`config.mk`:
```
export PLATFORM = sky130hd
export DESIGN_NAME = wbsnp_responder
export DESIGN_NICKNAME = d
export VERILOG_FILES = /design/src/rtl/wbsnp_pkg.sv /design/src/rtl/wbsnp_line_table.sv /design/src/rtl/wbsnp_req_fifo.sv /design/src/rtl/wbsnp_bus_seq.sv /design/src/rtl/wbsnp_responder.sv
export SDC_FILE = /design/constraint.sdc
export NUM_CORES = 1
export LEC_CHECK = 0
export CELL_PAD_IN_SITES_DETAIL_PLACEMENT = 0
export CELL_PAD_IN_SITES_GLOBAL_PLACEMENT = 1
export CORE_MARGIN = 3
export CORE_UTILIZATION = 45
export CTS_CLUSTER_SIZE = 8
export DETAILED_ROUTE_END_ITERATION = 7
export GPL_ROUTABILITY_DRIVEN = 0
export PLACE_DENSITY_LB_ADDON = 0.1
export REMOVE_ABC_BUFFERS = 1
export SLEW_MARGIN = 0
export SYNTH_ARGS = -nofsm -noshare
export SYNTH_HDL_FRONTEND = slang
export SYNTH_SLANG_ARGS = --single-unit
```
`constraint.sdc`:
```
create_clock -name clk -period 40.1 [get_ports clk]
set_input_delay 4.01 -clock clk [delete_from_list [all_inputs] [get_ports clk]]
set_output_delay 4.01 -clock clk [all_outputs]
set_load 0.1 [all_outputs]
```
`src/rtl/wbsnp_pkg.sv`:
```
`timescale 1ns/1ps
// Shared types for the snooping write-back responder.
// Assumes: two-bit line state coding is fixed by the requirements.
package wbsnp_pkg;

    typedef enum logic [1:0] {
        LS_INV = 2'd0,
        LS_SHR = 2'd1,
        LS_EXC = 2'd2,
        LS_MOD = 2'd3
    } line_st_e;

    typedef enum logic [2:0] {
        BS_IDLE   = 3'd0,
        BS_WB_ADR = 3'd1,
        BS_WB_DAT = 3'd2,
        BS_RQ_ADR = 3'd3,
        BS_RQ_DAT = 3'd4
    } bus_st_e;

endpackage

```
`src/rtl/wbsnp_line_table.sv`:
```
`timescale 1ns/1ps
// Direct-mapped tag, state and data table for the responder.
// Provides a combinational lookup for snoops and a read port for the
// write-back buffer. Writes come from the fill port, the snoop state
// update and the write-back state update, applied in that order.
// Assumes: NLINES is a power of two, at least 2.
module wbsnp_line_table
    import wbsnp_pkg::*;
#(
    parameter int LA_W   = 28,
    parameter int NLINES = 4,
    parameter int LINE_W = 128
) (
    input  logic                   clk,
    input  logic                   rst_n,
    input  logic [LA_W-1:0]        lk_line,
    output logic                   lk_hit,
    output line_st_e               lk_st,
    input  logic                   fill_en,
    input  logic [LA_W-1:0]        fill_line,
    input  line_st_e               fill_st,
    input  logic [LINE_W-1:0]      fill_data,
    input  logic                   su_en,
    input  logic [$clog2(NLINES)-1:0] su_idx,
    input  line_st_e               su_st,
    input  logic                   wu_en,
    input  logic [$clog2(NLINES)-1:0] wu_idx,
    input  line_st_e               wu_st,
    input  logic [$clog2(NLINES)-1:0] rd_idx,
    output logic [LINE_W-1:0]      rd_data
);
    localparam int IDX_W = $clog2(NLINES);
    localparam int TAG_W = LA_W - IDX_W;

    line_st_e          st_q   [NLINES];
    logic [TAG_W-1:0]  tag_q  [NLINES];
    logic [LINE_W-1:0] data_q [NLINES];

    logic [IDX_W-1:0] lk_idx;
    logic [IDX_W-1:0] fill_idx;

    assign lk_idx   = lk_line[IDX_W-1:0];
    assign fill_idx = fill_line[IDX_W-1:0];

    // Snoop lookup: match on tag with a valid state.
    always_comb begin
        lk_st  = st_q[lk_idx];
        lk_hit = (st_q[lk_idx] != LS_INV) && (tag_q[lk_idx] == lk_line[LA_W-1:IDX_W]);
    end

    assign rd_data = data_q[rd_idx];

    // State array: reset to invalid, then fill, snoop and write-back updates.
    always_ff @(posedge clk) begin
        if (!rst_n) begin
            for (int i = 0; i < NLINES; i++) st_q[i] <= LS_INV;
        end else begin
            for (int i = 0; i < NLINES; i++) begin
                if (fill_en && fill_idx == IDX_W'(i)) st_q[i] <= fill_st;
                if (su_en && su_idx == IDX_W'(i))     st_q[i] <= su_st;
                if (wu_en && wu_idx == IDX_W'(i))     st_q[i] <= wu_st;
            end
        end
    end

    // Tag and data storage: written only by the fill port.
    always_ff @(posedge clk) begin
        for (int i = 0; i < NLINES; i++) begin
            if (fill_en && fill_idx == IDX_W'(i)) begin
                tag_q[i]  <= fill_line[LA_W-1:IDX_W];
                data_q[i] <= fill_data;
            end
        end
    end

endmodule

```
`src/rtl/wbsnp_req_fifo.sv`:
```
`timescale 1ns/1ps
// In-order queue for processor bus requests waiting behind a snoop
// write-back or a held bus. A push while full is not taken.
// Assumes: DEPTH of at least 2.
module wbsnp_req_fifo #(
    parameter int ADDR_W = 32,
    parameter int DATA_W = 32,
    parameter int DEPTH  = 2
) (
    input  logic              clk,
    input  logic              rst_n,
    input  logic              push,
    input  logic [ADDR_W-1:0] push_addr,
    input  logic              push_wr,
    input  logic [DATA_W-1:0] push_data,
    input  logic              pop,
    output logic              full,
    output logic              empty,
    output logic [ADDR_W-1:0] head_addr,
    output logic              head_wr,
    output logic [DATA_W-1:0] head_data
);
    localparam int PTR_W = $clog2(DEPTH);
    localparam int CNT_W = $clog2(DEPTH + 1);

    logic [ADDR_W-1:0] addr_q [DEPTH];
    logic              wr_q   [DEPTH];
    logic [DATA_W-1:0] data_q [DEPTH];
    logic [PTR_W-1:0]  rd_ptr_q, wr_ptr_q;
    logic [CNT_W-1:0]  cnt_q;
    logic              do_push, do_pop;

    function automatic logic [PTR_W-1:0] ptr_next(input logic [PTR_W-1:0] p);
        return (p == PTR_W'(DEPTH - 1)) ? '0 : p + 1'b1;
    endfunction

    assign full      = (cnt_q == CNT_W'(DEPTH));
    assign empty     = (cnt_q == '0);
    assign do_push   = push && !full;
    assign do_pop    = pop && !empty;
    assign head_addr = addr_q[rd_ptr_q];
    assign head_wr   = wr_q[rd_ptr_q];
    assign head_data = data_q[rd_ptr_q];

    // Pointer and occupancy bookkeeping.
    always_ff @(posedge clk) begin
        if (!rst_n) begin
            rd_ptr_q <= '0;
            wr_ptr_q <= '0;
            cnt_q    <= '0;
        end else begin
            if (do_push) wr_ptr_q <= ptr_next(wr_ptr_q);
            if (do_pop)  rd_ptr_q <= ptr_next(rd_ptr_q);
            if (do_push && !do_pop)      cnt_q <= cnt_q + 1'b1;
            else if (do_pop && !do_push) cnt_q <= cnt_q - 1'b1;
        end
    end

    // Entry storage, written at the tail.
    always_ff @(posedge clk) begin
        if (do_push) begin
            addr_q[wr_ptr_q] <= push_addr;
            wr_q[wr_ptr_q]   <= push_wr;
            data_q[wr_ptr_q] <= push_data;
        end
    end

endmodule

```
`src/rtl/wbsnp_bus_seq.sv`:
```
`timescale 1ns/1ps
// Bus sequencer: grants hold to another master, runs the snoop
// write-back burst, and runs single queued processor transfers.
// A pending write-back always wins over the queue when the bus frees.
// Assumes: the bus is free only with hold_req and hold_ack both low.
module wbsnp_bus_seq
    import wbsnp_pkg::*;
#(
    parameter int ADDR_W = 32,
    parameter int DATA_W = 32,
    parameter int BEATS  = 4
) (
    input  logic                             clk,
    input  logic                             rst_n,
    input  logic                             hold_req,
    input  logic                             beat_ready_n,
    input  logic                             wb_pend,
    input  logic [ADDR_W-$clog2(BEATS)-$clog2(DATA_W/8)-1:0] wb_line,
    input  logic [BEATS*DATA_W-1:0]          wb_data,
    input  logic                             q_valid,
    input  logic [ADDR_W-1:0]                q_addr,
    input  logic                             q_wr,
    input  logic [DATA_W-1:0]                q_data,
    output logic                             wb_done,
    output logic                             rq_done,
    output logic                             hold_ack,
    output logic                             addr_strobe_n,
    output logic [ADDR_W-1:0]                bus_addr,
    output logic                             cacheable_n,
    output logic                             write_nread,
    output logic                             last_beat_n,
    output logic [DATA_W-1:0]                bus_wdata,
    output logic                             bus_drive_en
);
    localparam int BYTE_W = $clog2(DATA_W / 8);
    localparam int BEAT_W = $clog2(BEATS);
    localparam logic [BEAT_W-1:0] LAST = BEAT_W'(BEATS - 1);

    bus_st_e           st_q, st_d;
    logic [BEAT_W-1:0] beat_q, beat_d;
    logic              hold_ack_q;
    logic              bus_free;
    logic              in_wb, in_rq;
    logic [DATA_W-1:0] beat_word;

    assign bus_free = !hold_req && !hold_ack_q;
    assign in_wb    = (st_q == BS_WB_ADR) || (st_q == BS_WB_DAT);
    assign in_rq    = (st_q == BS_RQ_ADR) || (st_q == BS_RQ_DAT);

    // Next-state: write-back first, then the queue, only on a free bus.
    always_comb begin
        st_d   = st_q;
        beat_d = beat_q;
        unique case (st_q)
            BS_IDLE: begin
                if (bus_free && wb_pend) begin
                    st_d   = BS_WB_ADR;
                    beat_d = '0;
                end else if (bus_free && q_valid) begin
                    st_d = BS_RQ_ADR;
                end
            end
            BS_WB_ADR: st_d = BS_WB_DAT;
            BS_WB_DAT: begin
                if (!beat_ready_n) begin
                    if (beat_q == LAST) st_d = BS_IDLE;
                    else                beat_d = beat_q + 1'b1;
                end
            end
            BS_RQ_ADR: st_d = BS_RQ_DAT;
            BS_RQ_DAT: if (!beat_ready_n) st_d = BS_IDLE;
            default:   st_d = BS_IDLE;
        endcase
    end

    // Sequencer registers and hold grant (granted only from idle).
    always_ff @(posedge clk) begin
        if (!rst_n) begin
            st_q       <= BS_IDLE;
            beat_q     <= '0;
            hold_ack_q <= 1'b0;
        end else begin
            st_q       <= st_d;
            beat_q     <= beat_d;
            hold_ack_q <= hold_req && (st_q == BS_IDLE);
        end
    end

    // Select the current beat's word from the line buffer.
    always_comb begin
        beat_word = '0;
        for (int k = 0; k < BEATS; k++) begin
            if (beat_q == BEAT_W'(k)) beat_word = wb_data[k*DATA_W +: DATA_W];
        end
    end

    assign wb_done       = (st_q == BS_WB_DAT) && !beat_ready_n && (beat_q == LAST);
    assign rq_done       = (st_q == BS_RQ_DAT) && !beat_ready_n;
    assign hold_ack      = hold_ack_q;
    assign bus_drive_en  = !hold_ack_q;
    assign addr_strobe_n = !((st_q == BS_WB_ADR) || (st_q == BS_RQ_ADR));
    assign cacheable_n   = !in_wb;
    assign write_nread   = in_wb || (in_rq && q_wr);
    assign last_beat_n   = !(((st_q == BS_WB_DAT) && (beat_q == LAST)) || (st_q == BS_RQ_DAT));
    assign bus_addr      = in_wb ? {wb_line, beat_q, {BYTE_W{1'b0}}} : q_addr;
    assign bus_wdata     = in_wb ? beat_word : q_data;

endmodule

```
`src/rtl/wbsnp_responder.sv`:
```
`timescale 1ns/1ps
// Snooping write-back responder top. Registers the snoop lookup,
// raises the dirty-hit flag one clock later, holds the write-back
// request until the burst ends, and ties the line table, request
// queue and bus sequencer together.
// Assumes: one write-back in flight; a dirty hit while one is pending
// reports a hit but starts nothing new.
module wbsnp_responder
    import wbsnp_pkg::*;
#(
    parameter int ADDR_W = 32,
    parameter int DATA_W = 32,
    parameter int BEATS  = 4,
    parameter int NLINES = 4,
    parameter int QDEPTH = 2
) (
    input  logic                    clk,
    input  logic                    rst_n,
    input  logic                    snoop_strobe_n,
    input  logic [ADDR_W-1:0]       snoop_addr,
    input  logic                    snoop_inval,
    output logic                    hit_n,
    output logic                    mod_hit_n,
    input  logic                    fill_en,
    input  logic [ADDR_W-1:0]       fill_addr,
    input  logic [1:0]              fill_state,
    input  logic [BEATS*DATA_W-1:0] fill_data,
    input  logic                    req_valid,
    input  logic [ADDR_W-1:0]       req_addr,
    input  logic                    req_write,
    input  logic [DATA_W-1:0]       req_wdata,
    output logic                    req_ready,
    input  logic                    hold_req,
    output logic                    hold_ack,
    output logic                    addr_strobe_n,
    output logic [ADDR_W-1:0]       bus_addr,
    output logic                    cacheable_n,
    output logic                    write_nread,
    output logic                    last_beat_n,
    input  logic                    beat_ready_n,
    output logic [DATA_W-1:0]       bus_wdata,
    output logic                    bus_drive_en
);
    localparam int BYTE_W = $clog2(DATA_W / 8);
    localparam int BEAT_W = $clog2(BEATS);
    localparam int OFF_W  = BYTE_W + BEAT_W;
    localparam int IDX_W  = $clog2(NLINES);
    localparam int LA_W   = ADDR_W - OFF_W;
    localparam int LINE_W = BEATS * DATA_W;

    logic              lk_hit;
    line_st_e          lk_st;
    logic              s1_hit, s1_inval;
    line_st_e          s1_st;
    logic [LA_W-1:0]   s1_line;
    logic              snp_mod, snp_upd;
    line_st_e          snp_upd_st;
    logic              wb_pend_q, wb_inval_q, mod_hit_n_q;
    logic [LA_W-1:0]   wb_line_q;
    line_st_e          wb_upd_st;
    logic              wb_done, rq_done;
    logic [LINE_W-1:0] wb_data;
    logic              q_full, q_empty;
    logic [ADDR_W-1:0] q_addr;
    logic              q_wr;
    logic [DATA_W-1:0] q_data;
    logic              unused_offset_bits;

    assign unused_offset_bits = ^{snoop_addr[OFF_W-1:0], fill_addr[OFF_W-1:0]};

    wbsnp_line_table #(
        .LA_W   (LA_W),
        .NLINES (NLINES),
        .LINE_W (LINE_W)
    ) table_i (
        .clk       (clk),
        .rst_n     (rst_n),
        .lk_line   (snoop_addr[ADDR_W-1:OFF_W]),
        .lk_hit    (lk_hit),
        .lk_st     (lk_st),
        .fill_en   (fill_en),
        .fill_line (fill_addr[ADDR_W-1:OFF_W]),
        .fill_st   (line_st_e'(fill_state)),
        .fill_data (fill_data),
        .su_en     (snp_upd),
        .su_idx    (s1_line[IDX_W-1:0]),
        .su_st     (snp_upd_st),
        .wu_en     (wb_done),
        .wu_idx    (wb_line_q[IDX_W-1:0]),
        .wu_st     (wb_upd_st),
        .rd_idx    (wb_line_q[IDX_W-1:0]),
        .rd_data   (wb_data)
    );

    // Snoop stage one: capture the lookup result for the next clock.
    always_ff @(posedge clk) begin
        if (!rst_n) begin
            s1_hit   <= 1'b0;
            s1_inval <= 1'b0;
            s1_st    <= LS_INV;
            s1_line  <= '0;
        end else begin
            s1_hit   <= !snoop_strobe_n && lk_hit;
            s1_inval <= snoop_inval;
            s1_st    <= lk_st;
            s1_line  <= snoop_addr[ADDR_W-1:OFF_W];
        end
    end

    assign hit_n      = !s1_hit;
    assign snp_mod    = s1_hit && (s1_st == LS_MOD) && !wb_pend_q;
    assign snp_upd    = s1_hit && (s1_st != LS_MOD);
    assign snp_upd_st = s1_inval ? LS_INV : LS_SHR;
    assign wb_upd_st  = wb_inval_q ? LS_INV : LS_SHR;

    // Snoop stage two: dirty-hit flag and write-back request until the burst ends.
    always_ff @(posedge clk) begin
        if (!rst_n) begin
            wb_pend_q   <= 1'b0;
            wb_inval_q  <= 1'b0;
            mod_hit_n_q <= 1'b1;
            wb_line_q   <= '0;
        end else if (wb_done) begin
            wb_pend_q   <= 1'b0;
            mod_hit_n_q <= 1'b1;
        end else if (snp_mod) begin
            wb_pend_q   <= 1'b1;
            mod_hit_n_q <= 1'b0;
            wb_line_q   <= s1_line;
            wb_inval_q  <= s1_inval;
        end
    end

    assign mod_hit_n = mod_hit_n_q;

    wbsnp_req_fifo #(
        .ADDR_W (ADDR_W),
        .DATA_W (DATA_W),
        .DEPTH  (QDEPTH)
    ) queue_i (
        .clk       (clk),
        .rst_n     (rst_n),
        .push      (req_valid),
        .push_addr (req_addr),
        .push_wr   (req_write),
        .push_data (req_wdata),
        .pop       (rq_done),
        .full      (q_full),
        .empty     (q_empty),
        .head_addr (q_addr),
        .head_wr   (q_wr),
        .head_data (q_data)
    );

    assign req_ready = !q_full;

    wbsnp_bus_seq #(
        .ADDR_W (ADDR_W),
        .DATA_W (DATA_W),
        .BEATS  (BEATS)
    ) seq_i (
        .clk           (clk),
        .rst_n         (rst_n),
        .hold_req      (hold_req),
        .beat_ready_n  (beat_ready_n),
        .wb_pend       (wb_pend_q),
        .wb_line       (wb_line_q),
        .wb_data       (wb_data),
        .q_valid       (!q_empty),
        .q_addr        (q_addr),
        .q_wr          (q_wr),
        .q_data        (q_data),
        .wb_done       (wb_done),
        .rq_done       (rq_done),
        .hold_ack      (hold_ack),
        .addr_strobe_n (addr_strobe_n),
        .bus_addr      (bus_addr),
        .cacheable_n   (cacheable_n),
        .write_nread   (write_nread),
        .last_beat_n   (last_beat_n),
        .bus_wdata     (bus_wdata),
        .bus_drive_en  (bus_drive_en)
    );

endmodule

```
==> impl_metrics.json <==
{
  "ant_nets": 0,
  "clock_skew_ns": 0.0252,
  "async_flop_share_pct": 0,
  "htree_levels": 3,
  "syn_inst": 1659,
  "avgSynthCellArea_um2": 19.1,
  "drt_pre_antenna_iters": 5,
  "hold_class": "reg2reg",
  "tightest_slew_ns": 1.24,
  "power.total_w": 0.00243,
  "area_growth_pct": 23.6,
  "overflow": 0,
  "via_count": 16233,
  "rsz0062_at_grt": "no",
  "synth_edf_count": 754,
  "portBuffers": 331,
  "clock-sinks": 830,
  "final_nets": 2306,
  "dieWidth_um": 271,
  "drc": 0,
  "ctsResizeCount": 0,
  "crit_chain": "buf_12 -> mux4_2 -> a221oi_1 -> nor3_1 -> a211oi_1 -> a21oi_1 -> clkdlybuf4s50_1",
  "synthDistinctLibCells": 50,
  "finalHoldViolations": 0,
  "fin_crit_sh_pct": 22.4,
  "clkSlewWorstSetupHoldPaths_ns": 0.05,
  "vdd_drop_max_mv": 0.0444,
  "cts_tree": "yes",
  "postLayoutCoreUtil_pct": 56.7,
  "setup_tns_ns": 0,
  "multi_input_area_mm2": 0.00719,
  "p_per_area_mw_per_mm2": 62.0,
  "grt_pass1_wl_um": 107000,
  "cts_setup_buffers": 0,
  "holdBufCountCts": 0,
  "via_per_inst": 5.37,
  "clockRootBuffer": "clkbuf_16",
  "synth-seq-area-share_pct": 76.2,
  "max_freq_mhz": 111,
  "status": "complete, no violations",
  "critPathSlowestCell": "clkdlybuf4s50_1",
  "regArea_mm2": 0.0242,
  "ys_ff_latch": 830,
  "maxCapViolCount": 0,
  "synth_area_mm2": 0.0317,
  "num_rows": 96,
  "grt_pass1_vias": 17242,
  "antenna_found_initial": 25,
  "die_area_mm2": 0.0737,
  "worst-path-max-fanout": 94,
  "grt_start_max_net_pins": 158,
  "stdcell_count": 3023,
  "slew_headroom_pct": 17.4,
  "period_needed_ns": 8.98,
  "core_area_mm2": 0.0692,
  "synth_flop_cell": "edfxtp_1",
  "die_y_um": 271,
  "critPathLaunchType": "register",
  "design_area_mm2": 0.0392,
  "ios": 340,
  "crit_required_ns": 36.09,
  "cp-end-kind": "output port",
  "dp_hpwl_um": 40900,
  "critical_path_class": "reg2out",
  "clockBufferDepth": 3,
  "maxSlewViolCount": 0,
  "clkLatencyLatePin_ns": 0.65,
  "grtUsageTotal_pct": 19.3,
  "p_leak_nw": 12.3,
  "dp.cells": 2850,
  "cts_buffers": 113,
  "initial_core_util_pct": 45.8,
  "dpl-instance-area_mm2": 0.0361,
  "fillers": 5406,
  "arrival_ns": 4.97,
  "drt_iter0_markers": 907,
  "layout-drive-gt1-share_pct": 15.4,
  "finalSetupViolCount": 0,
  "wl_um": 71300,
  "slowest_delay_ns": 1.00,
  "post_drt_wl_per_cell_um": 23.6,
  "yosysWarnings": 0
}
## cells in the final DEF, fill, tap and decap left out, drive strengths merged, types with 13 or more instances in the layout
cell type,n
and2,33
edfxtp,754
nor3,38
buf,26
a221oi,32
mux4,153
o21ai,35
mux2i,77
nor2,25
clkdlybuf4s50,329
dfxtp,76
nor2b,36
nand2,104
clkbuf,155
a211oi,33
a21oi,66
xor2,26
diode,13
## area by class of cell
type | instances | area share [%]
well taps | 931 | 2.97
repair buffers | 355 | 8.98
clock inverters | 5 | 0.211
inverters | 10 | 0.0989
multi-input cells | 724 | 18.3
flip-flops and latches | 830 | 61.7
clock buffers | 155 | 7.67
diodes | 13 | 0.0830
## sequential cells by signal (all words and copies together) (netlist names), 3 cells and up, named ones only
name and flops:
table_i.tag_q 104, queue_i.data_q 64, table_i.data_q 512, seq_i.st_q 3
s1_line 28, queue_i.addr_q 64, wb_line_q 28, table_i.st_q 8
## per-layer routing
layer / wire [µm] / vias to the layer above / track usage [%]
met4: 1650 / 26 / 5.72
met1: 29600 / 8262 / 25.1
li1: - / 7433 / -
met5: 172 / - / 0
met3: 4300 / 133 / 5.36
met2: 35600 / 379 / 32.1
## cell families (layout without fill, tap and decap cells)
logic type | after synthesis | count (layout) | share of synthesized area (%)
flip-flops | 830 | 830 | 76.2
AND/OR/NAND/NOR | 277 | 277 | 4.37
multiplexers | 232 | 232 | 13.4
AO/OA/AOI/OAI | 179 | 179 | 3.61
buffers and inverters | 105 | 525 | 1.42
XOR/XNOR | 31 | 31 | 0.856
adder cells (fa/ha/maj) | 5 | 5 | 0.197
other | 0 | 13 | 0
## worst max-delay path: cells and delay by family (launching register included)
kind / cells / cell delay (ns)
AOI/OAI and AO/OA: 3 / 0.97
buffers and inverters: 2 / 1.59
and+or+nand+nor: 1 / 0.10
muxes: 1 / 0.60
DFF: 1 / 0.82
## report_power, final
part / internal [W] / switching, W
Sequential: 0.000999 / 0.0000134
Combinational: 0.000133 / 0.000443
Clock: 0.000511 / 0.000333
Total: 0.00164 / 0.000789
## final timing paths
check / from / endpoint / slack (ns) / cells past startpoint
worst max register to register: queue_i.cnt_q[0] / queue_i.addr_q[0][11] / 37.29 / 4
worst min-delay path: s1_line[22] / wb_line_q[22] / 0.42 / 2
worst max-delay path: register / bus_wdata[13] / 31.12 / 7
worst min register to register: s1_line[22] / wb_line_q[22] / 0.42 / 2
## cells in the mapped netlist (2+ instances only)
cell,n,area share (%)
nor2b_1,36,0.71
o21ai_0,33,0.52
a22oi_1,2,0.047
nand4_1,4,0.079
nor3b_1,4,0.095
xor2_1,26,0.72
and2_1,33,0.65
o21ai_1,2,0.032
o2111ai_1,2,0.055
buf_1,9,0.11
edfxtp_1,754,71
buf_4,4,0.095
nand2_1,104,1.2
nand2b_1,4,0.079
and3_1,6,0.12
nor3_1,38,0.60
a211oi_1,33,0.78
dfxtp_1,76,4.8
mux2_2,2,0.071
nand3_1,5,0.079
ha_1,5,0.20
nor4_1,4,0.079
mux4_2,153,11
or3_1,5,0.099
xnor2_1,5,0.14
a21oi_1,66,1.0
buf_6,2,0.071
nor2_1,25,0.30
clkbuf_1,58,0.69
inv_1,9,0.11
mux2i_1,77,2.4
nor4_2,3,0.12
buf_2,22,0.35
a221oi_1,32,0.88
## metrics by stage
stage	worst slack (ns)	hold slack, ns
finish	31.12	0.422
global route	30.75	0.440
CTS	31.01	0.430
detailed placement	31.71	0.425
global placement	31.71	0.423
floorplan	23.38	0.417
(Power assumes the default switching activity.)
